[src/rtl/sincos_pkg.sv]
package sincos_pkg;

  // Precision of the reference tables: angles in 2^-23 half turns,
  // gain in 2^-24 units.
  localparam int TAB_W = 24;

  // 1/K for eight or more micro-rotations, scaled by 2^24.
  localparam int INV_GAIN_REF = 10188118;

  // arctan(2^-idx) in units of 2^-23 half turns.
  function automatic int atan_ref(input int idx);
    case (idx)
      0:  return 2097152;
      1:  return 1238021;
      2:  return 654136;
      3:  return 332050;
      4:  return 166669;
      5:  return 83416;
      6:  return 41718;
      7:  return 20860;
      8:  return 10430;
      9:  return 5215;
      10: return 2608;
      11: return 1304;
      12: return 652;
      13: return 326;
      14: return 163;
      15: return 81;
      default: return 0;
    endcase
  endfunction

  // Elementary angle rounded to an aw-bit phase word (aw < TAB_W).
  function automatic int atan_step(input int idx, input int aw);
    int tv;
    tv = atan_ref(idx);
    return (tv + (1 << (TAB_W - aw - 1))) >>> (TAB_W - aw);
  endfunction

  // Gain-compensated start length with frac fraction bits.
  function automatic int inv_gain(input int frac);
    return (INV_GAIN_REF + (1 << (TAB_W - frac - 1))) >>> (TAB_W - frac);
  endfunction

endpackage

[src/rtl/sincos_fold.sv]
// Input register: half-plane folding and start-vector load.
module sincos_fold
  import sincos_pkg::*;
#(
  parameter int DATA_W  = 16,
  parameter int FRAC_W  = 14,
  parameter int ANGLE_W = 16
) (
  input  logic                      clk,
  input  logic                      rst_n,
  input  logic                      in_valid,
  input  logic [ANGLE_W-1:0]        in_angle,
  output logic                      v_o,
  output logic signed [DATA_W-1:0]  x_o,
  output logic signed [DATA_W-1:0]  y_o,
  output logic signed [ANGLE_W-1:0] z_o
);

  localparam logic signed [ANGLE_W-1:0] QUARTER = ANGLE_W'(1) << (ANGLE_W - 2);
  localparam logic signed [DATA_W-1:0]  X_START = DATA_W'(inv_gain(FRAC_W));

  logic signed [ANGLE_W-1:0] a_in;
  logic                      wrap;
  logic signed [ANGLE_W-1:0] z_nx;
  logic signed [DATA_W-1:0]  x_nx;

  always_comb begin
    a_in = in_angle;
    wrap = (a_in > QUARTER) || (a_in < -QUARTER);
    // Adding a half turn only flips the sign bit of the phase word.
    z_nx = wrap ? {~a_in[ANGLE_W-1], a_in[ANGLE_W-2:0]} : a_in;
    x_nx = wrap ? -X_START : X_START;
  end

  always_ff @(posedge clk or negedge rst_n) begin
    if (!rst_n) begin
      v_o <= 1'b0;
    end else begin
      v_o <= in_valid;
    end
  end

  always_ff @(posedge clk or negedge rst_n) begin
    if (!rst_n) begin
      x_o <= '0;
      z_o <= '0;
    end else if (in_valid) begin
      x_o <= x_nx;
      z_o <= z_nx;
    end
  end

  // The start vector always lies on the x axis.
  assign y_o = '0;

endmodule

[src/rtl/sincos_microrot.sv]
// One shift-and-add micro-rotation of the (x, y) vector.
module sincos_microrot #(
  parameter int DATA_W = 16,
  parameter int SHIFT  = 0
) (
  input  logic signed [DATA_W-1:0] x_i,
  input  logic signed [DATA_W-1:0] y_i,
  input  logic                     ccw,
  output logic signed [DATA_W-1:0] x_o,
  output logic signed [DATA_W-1:0] y_o
);

  logic signed [DATA_W-1:0] x_sh;
  logic signed [DATA_W-1:0] y_sh;

  always_comb begin
    x_sh = x_i >>> SHIFT;
    y_sh = y_i >>> SHIFT;
    if (ccw) begin
      x_o = x_i - y_sh;
      y_o = y_i + x_sh;
    end else begin
      x_o = x_i + y_sh;
      y_o = y_i - x_sh;
    end
  end

endmodule

[src/rtl/sincos_pipe.sv]
// Unrolled rotation-mode pipeline producing cosine and sine of a phase.
module sincos_pipe
  import sincos_pkg::*;
#(
  parameter int DATA_W  = 16,
  parameter int FRAC_W  = 14,
  parameter int ANGLE_W = 16,
  parameter int STAGES  = 8
) (
  input  logic                     clk,
  input  logic                     rst_n,
  input  logic                     in_valid,
  input  logic [ANGLE_W-1:0]       in_angle,
  output logic                     out_valid,
  output logic signed [DATA_W-1:0] out_cos,
  output logic signed [DATA_W-1:0] out_sin
);

  localparam int LAST = STAGES - 1;

  logic [STAGES:0]               v_s;
  logic [STAGES:0][DATA_W-1:0]   x_s;
  logic [STAGES:0][DATA_W-1:0]   y_s;
  logic [STAGES-2:0][ANGLE_W-1:0] z_s;
  logic                          d_last;

  logic signed [DATA_W-1:0]  x0;
  logic signed [DATA_W-1:0]  y0;
  logic signed [ANGLE_W-1:0] z0;
  logic                      v0;

  sincos_fold #(
    .DATA_W (DATA_W),
    .FRAC_W (FRAC_W),
    .ANGLE_W(ANGLE_W)
  ) u_fold (
    .clk     (clk),
    .rst_n   (rst_n),
    .in_valid(in_valid),
    .in_angle(in_angle),
    .v_o     (v0),
    .x_o     (x0),
    .y_o     (y0),
    .z_o     (z0)
  );

  assign v_s[0] = v0;
  assign x_s[0] = x0;
  assign y_s[0] = y0;
  assign z_s[0] = z0;

  for (genvar i = 0; i < STAGES; i++) begin : g_stage
    logic                     dir;
    logic signed [DATA_W-1:0] x_r;
    logic signed [DATA_W-1:0] y_r;
    logic                     v_q;
    logic signed [DATA_W-1:0] x_q;
    logic signed [DATA_W-1:0] y_q;

    // Turn toward the target: positive residual means counter-clockwise.
    if (i == LAST) begin : g_dir_last
      assign dir = d_last;
    end else begin : g_dir_res
      assign dir = ~z_s[i][ANGLE_W-1];
    end

    sincos_microrot #(
      .DATA_W(DATA_W),
      .SHIFT (i)
    ) u_rot (
      .x_i(x_s[i]),
      .y_i(y_s[i]),
      .ccw(dir),
      .x_o(x_r),
      .y_o(y_r)
    );

    always_ff @(posedge clk or negedge rst_n) begin
      if (!rst_n) begin
        v_q <= 1'b0;
      end else begin
        v_q <= v_s[i];
      end
    end

    // The valid bit of the slot is the clock enable of its data.
    always_ff @(posedge clk or negedge rst_n) begin
      if (!rst_n) begin
        x_q <= '0;
        y_q <= '0;
      end else if (v_s[i]) begin
        x_q <= x_r;
        y_q <= y_r;
      end
    end

    assign v_s[i+1] = v_q;
    assign x_s[i+1] = x_q;
    assign y_s[i+1] = y_q;

    if (i < STAGES - 2) begin : g_res
      localparam logic signed [ANGLE_W-1:0] ALPHA = ANGLE_W'(atan_step(i, ANGLE_W));
      logic signed [ANGLE_W-1:0] z_cur;
      logic signed [ANGLE_W-1:0] z_nx;
      logic signed [ANGLE_W-1:0] z_q;

      always_comb begin
        z_cur = z_s[i];
        z_nx  = dir ? z_cur - ALPHA : z_cur + ALPHA;
      end

      always_ff @(posedge clk or negedge rst_n) begin
        if (!rst_n) begin
          z_q <= '0;
        end else if (v_s[i]) begin
          z_q <= z_nx;
        end
      end

      assign z_s[i+1] = z_q;
    end else if (i == STAGES - 2) begin : g_sign
      // Only the sign of the final residual is needed downstream.
      localparam logic signed [ANGLE_W-1:0] ALPHA = ANGLE_W'(atan_step(i, ANGLE_W));
      logic signed [ANGLE_W-1:0] z_cur;
      logic                      d_nx;
      logic                      d_q;

      always_comb begin
        z_cur = z_s[i];
        d_nx  = dir ? (z_cur >= ALPHA) : (z_cur >= -ALPHA);
      end

      always_ff @(posedge clk or negedge rst_n) begin
        if (!rst_n) begin
          d_q <= 1'b0;
        end else if (v_s[i]) begin
          d_q <= d_nx;
        end
      end

      assign d_last = d_q;
    end
  end

  assign out_valid = v_s[STAGES];
  assign out_cos   = x_s[STAGES];
  assign out_sin   = y_s[STAGES];

endmodule

[config.mk]
export PLATFORM = sky130hd
export DESIGN_NAME = sincos_pipe
export DESIGN_NICKNAME = d
export VERILOG_FILES = /design/src/rtl/sincos_pkg.sv /design/src/rtl/sincos_fold.sv /design/src/rtl/sincos_microrot.sv /design/src/rtl/sincos_pipe.sv
export SDC_FILE = /design/constraint.sdc
export NUM_CORES = 1
export LEC_CHECK = 0
export BUFFER_PORTS_ARGS = -buffer_cell sky130_fd_sc_hd__buf_4
export CORE_UTILIZATION = 40
export DETAILED_ROUTE_END_ITERATION = 6
export SETUP_SLACK_MARGIN = 0.02
export SLEW_MARGIN = 0
export SYNTH_ARGS = -nofsm -noshare
export SYNTH_HDL_FRONTEND = slang
export SYNTH_HIERARCHICAL = 1
export SYNTH_SLANG_ARGS = --single-unit
[constraint.sdc]
create_clock -name clk -period 11.55 [get_ports clk]
set_input_delay 1.155 -clock clk [delete_from_list [all_inputs] [get_ports clk]]
set_output_delay 1.155 -clock clk [all_outputs]
set_load 0.05 [all_outputs]
== After elaboration in Yosys (flattened, before gate mapping) ==
Cells that the tools add are included.

* Bitwise logic cells: 1
* $add $sub $neg: 41
* Magnitude comparators: 4
* Muxes and demuxes: 24
* Reductions and logical operators: 1

{| class="wikitable"
|+ Operators by type and width
! cell !! number
|-
| 16-bit 2-to-1 mux || 23
|-
| 16-bit by 10-bit adder with 16-bit output || 2
|-
| 16-bit by 11-bit adder with 16-bit output || 2
|-
| 16-bit by 12-bit adder with 16-bit output || 2
|-
| 16-bit by 13-bit adder with 16-bit output || 2
|-
| 16-bit by 14-bit adder with 16-bit output || 2
|-
| 16-bit by 15-bit adder with 16-bit output || 2
|-
| 16-bit by 9-bit adder with 16-bit output || 2
|-
| 16-bit by 9-bit greater-or-equal comparator with 1-bit output, second input constant || 2
|-
| 16-bit by 10-bit subtractor with 16-bit output || 2
|-
| 16-bit by 11-bit subtractor with 16-bit output || 2
|-
| 16-bit by 12-bit subtractor with 16-bit output || 2
|-
| 16-bit by 13-bit subtractor with 16-bit output || 2
|-
| 16-bit by 14-bit subtractor with 16-bit output || 2
|-
| 16-bit by 15-bit subtractor with 16-bit output || 2
|-
| 16-bit by 9-bit subtractor with 16-bit output || 2
|-
| 16-bit by 10-bit adder with 16-bit output, second input constant || 1
|-
| 16-bit by 11-bit adder with 16-bit output, second input constant || 1
|-
| 16-bit by 12-bit adder with 16-bit output, second input constant || 1
|-
| 16-bit by 13-bit adder with 16-bit output, second input constant || 1
|-
| 16-bit by 14-bit adder with 16-bit output, second input constant || 1
|-
| 16-bit by 15-bit adder with 16-bit output, second input constant || 1
|-
| 16-bit > comparator, second input constant || 1
|-
| 16-bit by 15-bit < comparator with 1-bit output, second input constant || 1
|-
| 10 further kinds || 10
|}

* Flip-flop bits (word level): 394
* Input bits: 19
* Output and inout bits: 33

== Logic depth before layout (Yosys ltp) ==
* Word-level depth: 3
* Depth in mapped cells: 16
* Depth with buffers taken out: 16

== By module ==
Netlist, hierarchy kept.

{| class="wikitable"
|+ Modules (own cells, without submodules)
! module !! seq. area each (um2) !! cells an instance !! times used !! area each (um2)
|-
| sincos_pipe || 9033.7 || 1258 || 1 || 16484.6
|-
| sincos_microrot (g_stage[0].u_rot) || 0.0 || 348 || 1 || 2437.3
|-
| sincos_microrot (g_stage[5].u_rot) || 0.0 || 307 || 1 || 2145.8
|-
| sincos_microrot (g_stage[2].u_rot) || 0.0 || 292 || 1 || 2108.3
|-
| sincos_microrot (g_stage[1].u_rot) || 0.0 || 294 || 1 || 2099.5
|-
| sincos_microrot (g_stage[3].u_rot) || 0.0 || 280 || 1 || 1996.9
|-
| sincos_microrot (g_stage[6].u_rot) || 0.0 || 275 || 1 || 1995.7
|-
| sincos_microrot (g_stage[4].u_rot) || 0.0 || 276 || 1 || 1984.4
|-
| sincos_microrot (g_stage[7].u_rot) || 0.0 || 248 || 1 || 1838.0
|-
| sincos_fold || 500.5 || 85 || 1 || 1022.2
|}

== Least setup slack after synthesis ==
No wires, ideal clock.

* Path kind: register to register
* Start: register g_stage[1].g_res.z_q[15]
* End: register g_stage[2].x_q[14]
* Buffers on the path: 3
* Cell stages (with the launch flop): 14
* Setup slack: 7.879 ns
* Arrival time: 3.546 ns
* Period minus slack after synthesis: 3.671 ns
* Required time: 11.425 ns
* Cells stage by stage: dfrtp_1 -> inv_1 -> clkbuf_1 -> clkbuf_1 -> clkbuf_1 -> mux2i_1 -> fa_1 -> a21oi_1 -> o211ai_1 -> a2111oi_2 -> o21ai_0 -> a31oi_1 -> xnor2_1 -> mux2_2

* Cells in the longest elaborated chain, start to end: 1

{| class="wikitable"
|+ Ends and longest elaborated chain
! item !! RTL line !! text
|-
| from (decl) || sincos_pipe.sv:105 || <nowiki>logic signed [ANGLE_W-1:0] z_q;</nowiki>
|-
| from (signal assigned) || sincos_pipe.sv:116 || <nowiki>z_q <= z_nx;</nowiki>
|-
| 16-bit 2-to-1 mux || sincos_microrot.sv:19 || <nowiki>if (ccw) begin</nowiki>
|-
| via g_stage[2].x_r[14] || sincos_pipe.sv:54 || <nowiki>logic signed [DATA_W-1:0] x_r;</nowiki>
|-
| to (signal assigned) || sincos_pipe.sv:92 || <nowiki>x_q <= x_r;</nowiki>
|-
| to (decl) || sincos_pipe.sv:57 || <nowiki>logic signed [DATA_W-1:0] x_q;</nowiki>
|}

The timed path passes the listed nets, and every way through them passes these cells.
A chain may end at the register's enable or synchronous reset.

== Worst setup path in the final report ==
* Start: register g_stage[1].g_res.z_q[15]
* End: register g_stage[2].y_q[13]

* Cells in the longest elaborated chain, start to end: 1

{| class="wikitable"
|+ Ends and longest elaborated chain
! item !! RTL line !! text
|-
| 16-bit 2-to-1 mux || sincos_microrot.sv:19 ||
|-
| via g_stage[2].y_r[13] || sincos_pipe.sv:55 || <nowiki>logic signed [DATA_W-1:0] y_r;</nowiki>
|-
| to (signal assigned) || sincos_pipe.sv:93 || <nowiki>y_q <= y_r;</nowiki>
|-
| to (decl) || sincos_pipe.sv:58 || <nowiki>logic signed [DATA_W-1:0] y_q;</nowiki>
|}

The timed path passes the listed nets, and every way through them passes these cells.

==> results_dict.tcl <==
set metrics [dict create \
    yosysSeqAreaShare_pct 27.9 \
    antenna_found_initial 0 \
    worstPathRequired_ns 12.03 \
    routedWlPerCell_um 16.7 \
    clock_latency_ns 0.59 \
    fin_crit_sh_pct 32.2 \
    synthFlopType "dfrtp_1" \
    status "completed" \
    drc 0 \
    synth.top_cell.area_share_pct 27.9 \
    hold_class "reg2reg" \
    ant_nets 0 \
    via_count 26400 \
    io-pin-count 52 \
    rows 106 \
    worstSetupStartpointType "flop" \
    ctsHoldBuffers 0 \
    instances_no_fill 4823 \
    overflow 0 \
    synthTopCellsByArea "dfrtp_1 28%, ha_1 13%, mux2_2 11%" \
    clock_path_buffers 3 \
    synth_top_area_cell "dfrtp_1" \
    cts_root_buffer "clkbuf_16" \
    cap_violations 0 \
    grt_usage_pct 18.6 \
    worst-path-max-fanout 39 \
    drt_iter0_drc 1505 \
    tightest_slew_ns 1.06 \
    synth.avg_cell_area_um2 9.31 \
    portBuffers 51 \
    holdPathStages 1 \
    async_flop_share_pct 100 \
    viasPerCell 5.47 \
    final_max_slew_viol_count 0 \
    cts_tree "done" \
    synth-edff-count 0 \
    fin_crit_ns 3.72 \
    utilization_pct 43.9 \
    core_area_um2 84100 \
    cts_resized 0 \
    finalWirelength_um 80300 \
    worst_clock_skew_ns 0.0178 \
    ys_types 121 \
    synthTopCellsByCount "381 x dfrtp_1, 358 x ha_1, 336 x a21oi_1, 336 x mux2_2, 256 x nor2_1" \
    hold_viol_final 0 \
    dieArea_um2 86500 \
    clk_pin_slew_worst_paths_ns 0.06 \
    n_antenna_cell 0 \
    synthCells 3663 \
    finalNetCount 4053 \
    die_w_um 294 \
    arrival_ns 4.19 \
    rsz0062_at_grt "false" \
    max_freq_mhz 269 \
    worstRegToRegCells 12 \
    start_util_pct 40.6 \
    grt_start_max_net_pins 88 \
    drt_pre_antenna_iters 5 \
    hpwl_um 61900 \
    setup_viol 0 \
    cts_inserted_buffers 45 \
    numClockSinks 381 \
    synth.most_common_cell "dfrtp_1" \
    fill_cells 8310 \
    cts_setup_buffers 0 \
    maxSlewHeadroom_pct 29.3 \
    ys_seq_elements 381 \
    die_h_um 294 \
    grt_pass1_vias 25600 \
    grt_pass1_wl_um 133000 \
    dp_slack_ns 7.88 \
    tns_ns 0 \
    netlist_area_um2 34100 \
    critical_path_class "reg2reg" \
    routabilityCongestion 0.865 \
    dp.cells 4740 \
    worstSetupEndpointType "flop" \
    postLayoutSetupSlackWorst_ns 7.83 \
    htree_levels 2 \
    yosysWarnings 6 \
    syn2layout_area_growth_pct 8.18 \
    layout-drive-gt1-share_pct 16.2 \
]
[final timing paths]
kind | start | endpoint | slack [ns]
setup / recovery | g_stage[1].g_res.z_q[15]$_DFFE_PN0P_ | g_stage[2].y_q[13]$_DFFE_PN0P_ | 7.83
hold / removal | g_stage[3].g_res.z_q[3]$_DFFE_PN0P_ | g_stage[3].g_res.z_q[3]$_DFFE_PN0P_ | 0.49
setup reg to reg | g_stage[1].g_res.z_q[15]$_DFFE_PN0P_ | g_stage[2].y_q[13]$_DFFE_PN0P_ | 7.83
hold reg to reg | g_stage[3].g_res.z_q[3]$_DFFE_PN0P_ | g_stage[3].g_res.z_q[3]$_DFFE_PN0P_ | 0.49
max in group asynchronous | rst_n | g_stage[0].x_q[13]$_DFFE_PN0P_ | 9.02
min in group asynchronous | rst_n | g_stage[4].x_q[3]$_DFFE_PN0P_ | 0.54
[metrics by stage]
| step | area, um2 | hold WS [ns] |
|---|---|---|
| 2_1_floorplan | 34200 | 0.352 |
| 3_3_place_gp | 35400 | 0.472 |
| 3_5_place_dp | 35400 | 0.472 |
| 4_1_cts | 36900 | 0.487 |
| 5_1_grt | 36900 | 0.515 |
| 6_report | 36900 | 0.489 |
[final cells by class]
class	instances	area, um2	area share, %
Clock buffer	56	1200	3.24
Clock inverter	27	293	0.793
Inverter	198	743	2.01
Multi-Input combinational cell	2956	23200	62.8
Sequential cell	381	9540	25.9
Tap cell	1134	1420	3.84
Timing Repair Buffer	71	541	1.46
[logic make-up (layout without fill, tap and decap cells)]
logic type                 Yosys count  after routing  synth area share [%]
adders and majority gates          381            381                  14.5
and+or+nand+nor                    804            804                  11.9
buffers and inverters              341            352                  4.30
AOI/OAI and AO/OA                 1008           1008                  19.4
other                                1             16                0.0110
xor gates and xnor gates           385            385                  9.95
DFF                                381            381                  27.9
muxes                              362            362                  11.9
[cell usage in the layout, fill, tap and decap left out, types with 8 or more instances in the layout]
master,Yosys,routed
o21a_1,37,37
dfrtp_1,381,375
conb_1,1,16
xor2_1,137,137
a211oi_1,48,48
nand2b_1,30,30
or2_2,8,8
clkbuf_1,74,8
and3_1,17,17
fa_1,23,23
clkinvlp_4,0,11
nand3b_1,10,10
o31ai_1,17,17
nor2b_1,31,31
or3_1,17,17
buf_4,33,70
nand3_1,64,64
clkbuf_16,0,45
inv_1,192,192
o211ai_1,24,24
nor4_1,22,22
o21ai_1,27,27
mux2i_1,23,23
o311ai_0,11,11
a21oi_1,336,336
nor3_1,75,75
nand2_1,173,173
nor2_1,256,256
ha_1,358,358
a311oi_1,10,10
nand4_1,25,25
a31oi_1,53,53
o21ai_0,172,172
and2_1,14,14
mux2_2,336,336
xnor2_1,245,245
o21bai_1,47,47
a21o_1,81,81
[state kept, by name, summed over array words and instances (netlist names)]
signal             flops
u_fold/v_o             1
d_last                 1
u_fold/z_o            16
out_cos               16
out_valid              1
g_stage.x_q          112
g_stage.y_q          112
u_fold/x_o             3
out_sin               16
g_stage.g_res.z_q     96
g_stage.v_q            7
[per-layer routing]
layer / part of all wire (%) / track usage, % / routed length, um / vias to the layer above
li1: - / - / - / 13300
met1: 48 / 25.5 / 38900 / 12600
met2: 47 / 31.4 / 37800 / 351
met3: 2.7 / 1.70 / 2200 / 98
met4: 1.8 / 4.37 / 1430 / 0
met5: 0 / 0 / 0 / -
[worst max-delay path: stages (launching register included)]
cell       delay, ns
dfrtp_1         0.51
inv_1           0.19
buf_4           0.40
nor2_1          0.12
xor2_1          0.17
ha_1            0.35
a21oi_1         0.30
a2111oi_2       0.14
o41ai_1         0.61
o21ai_0         0.19
a21oi_1         0.23
xnor2_1         0.12
mux2_2          0.27
Power is left out: the tool's default activity adds up to more than one toggle a clock period on the data nets, which glitch-free logic cannot reach.
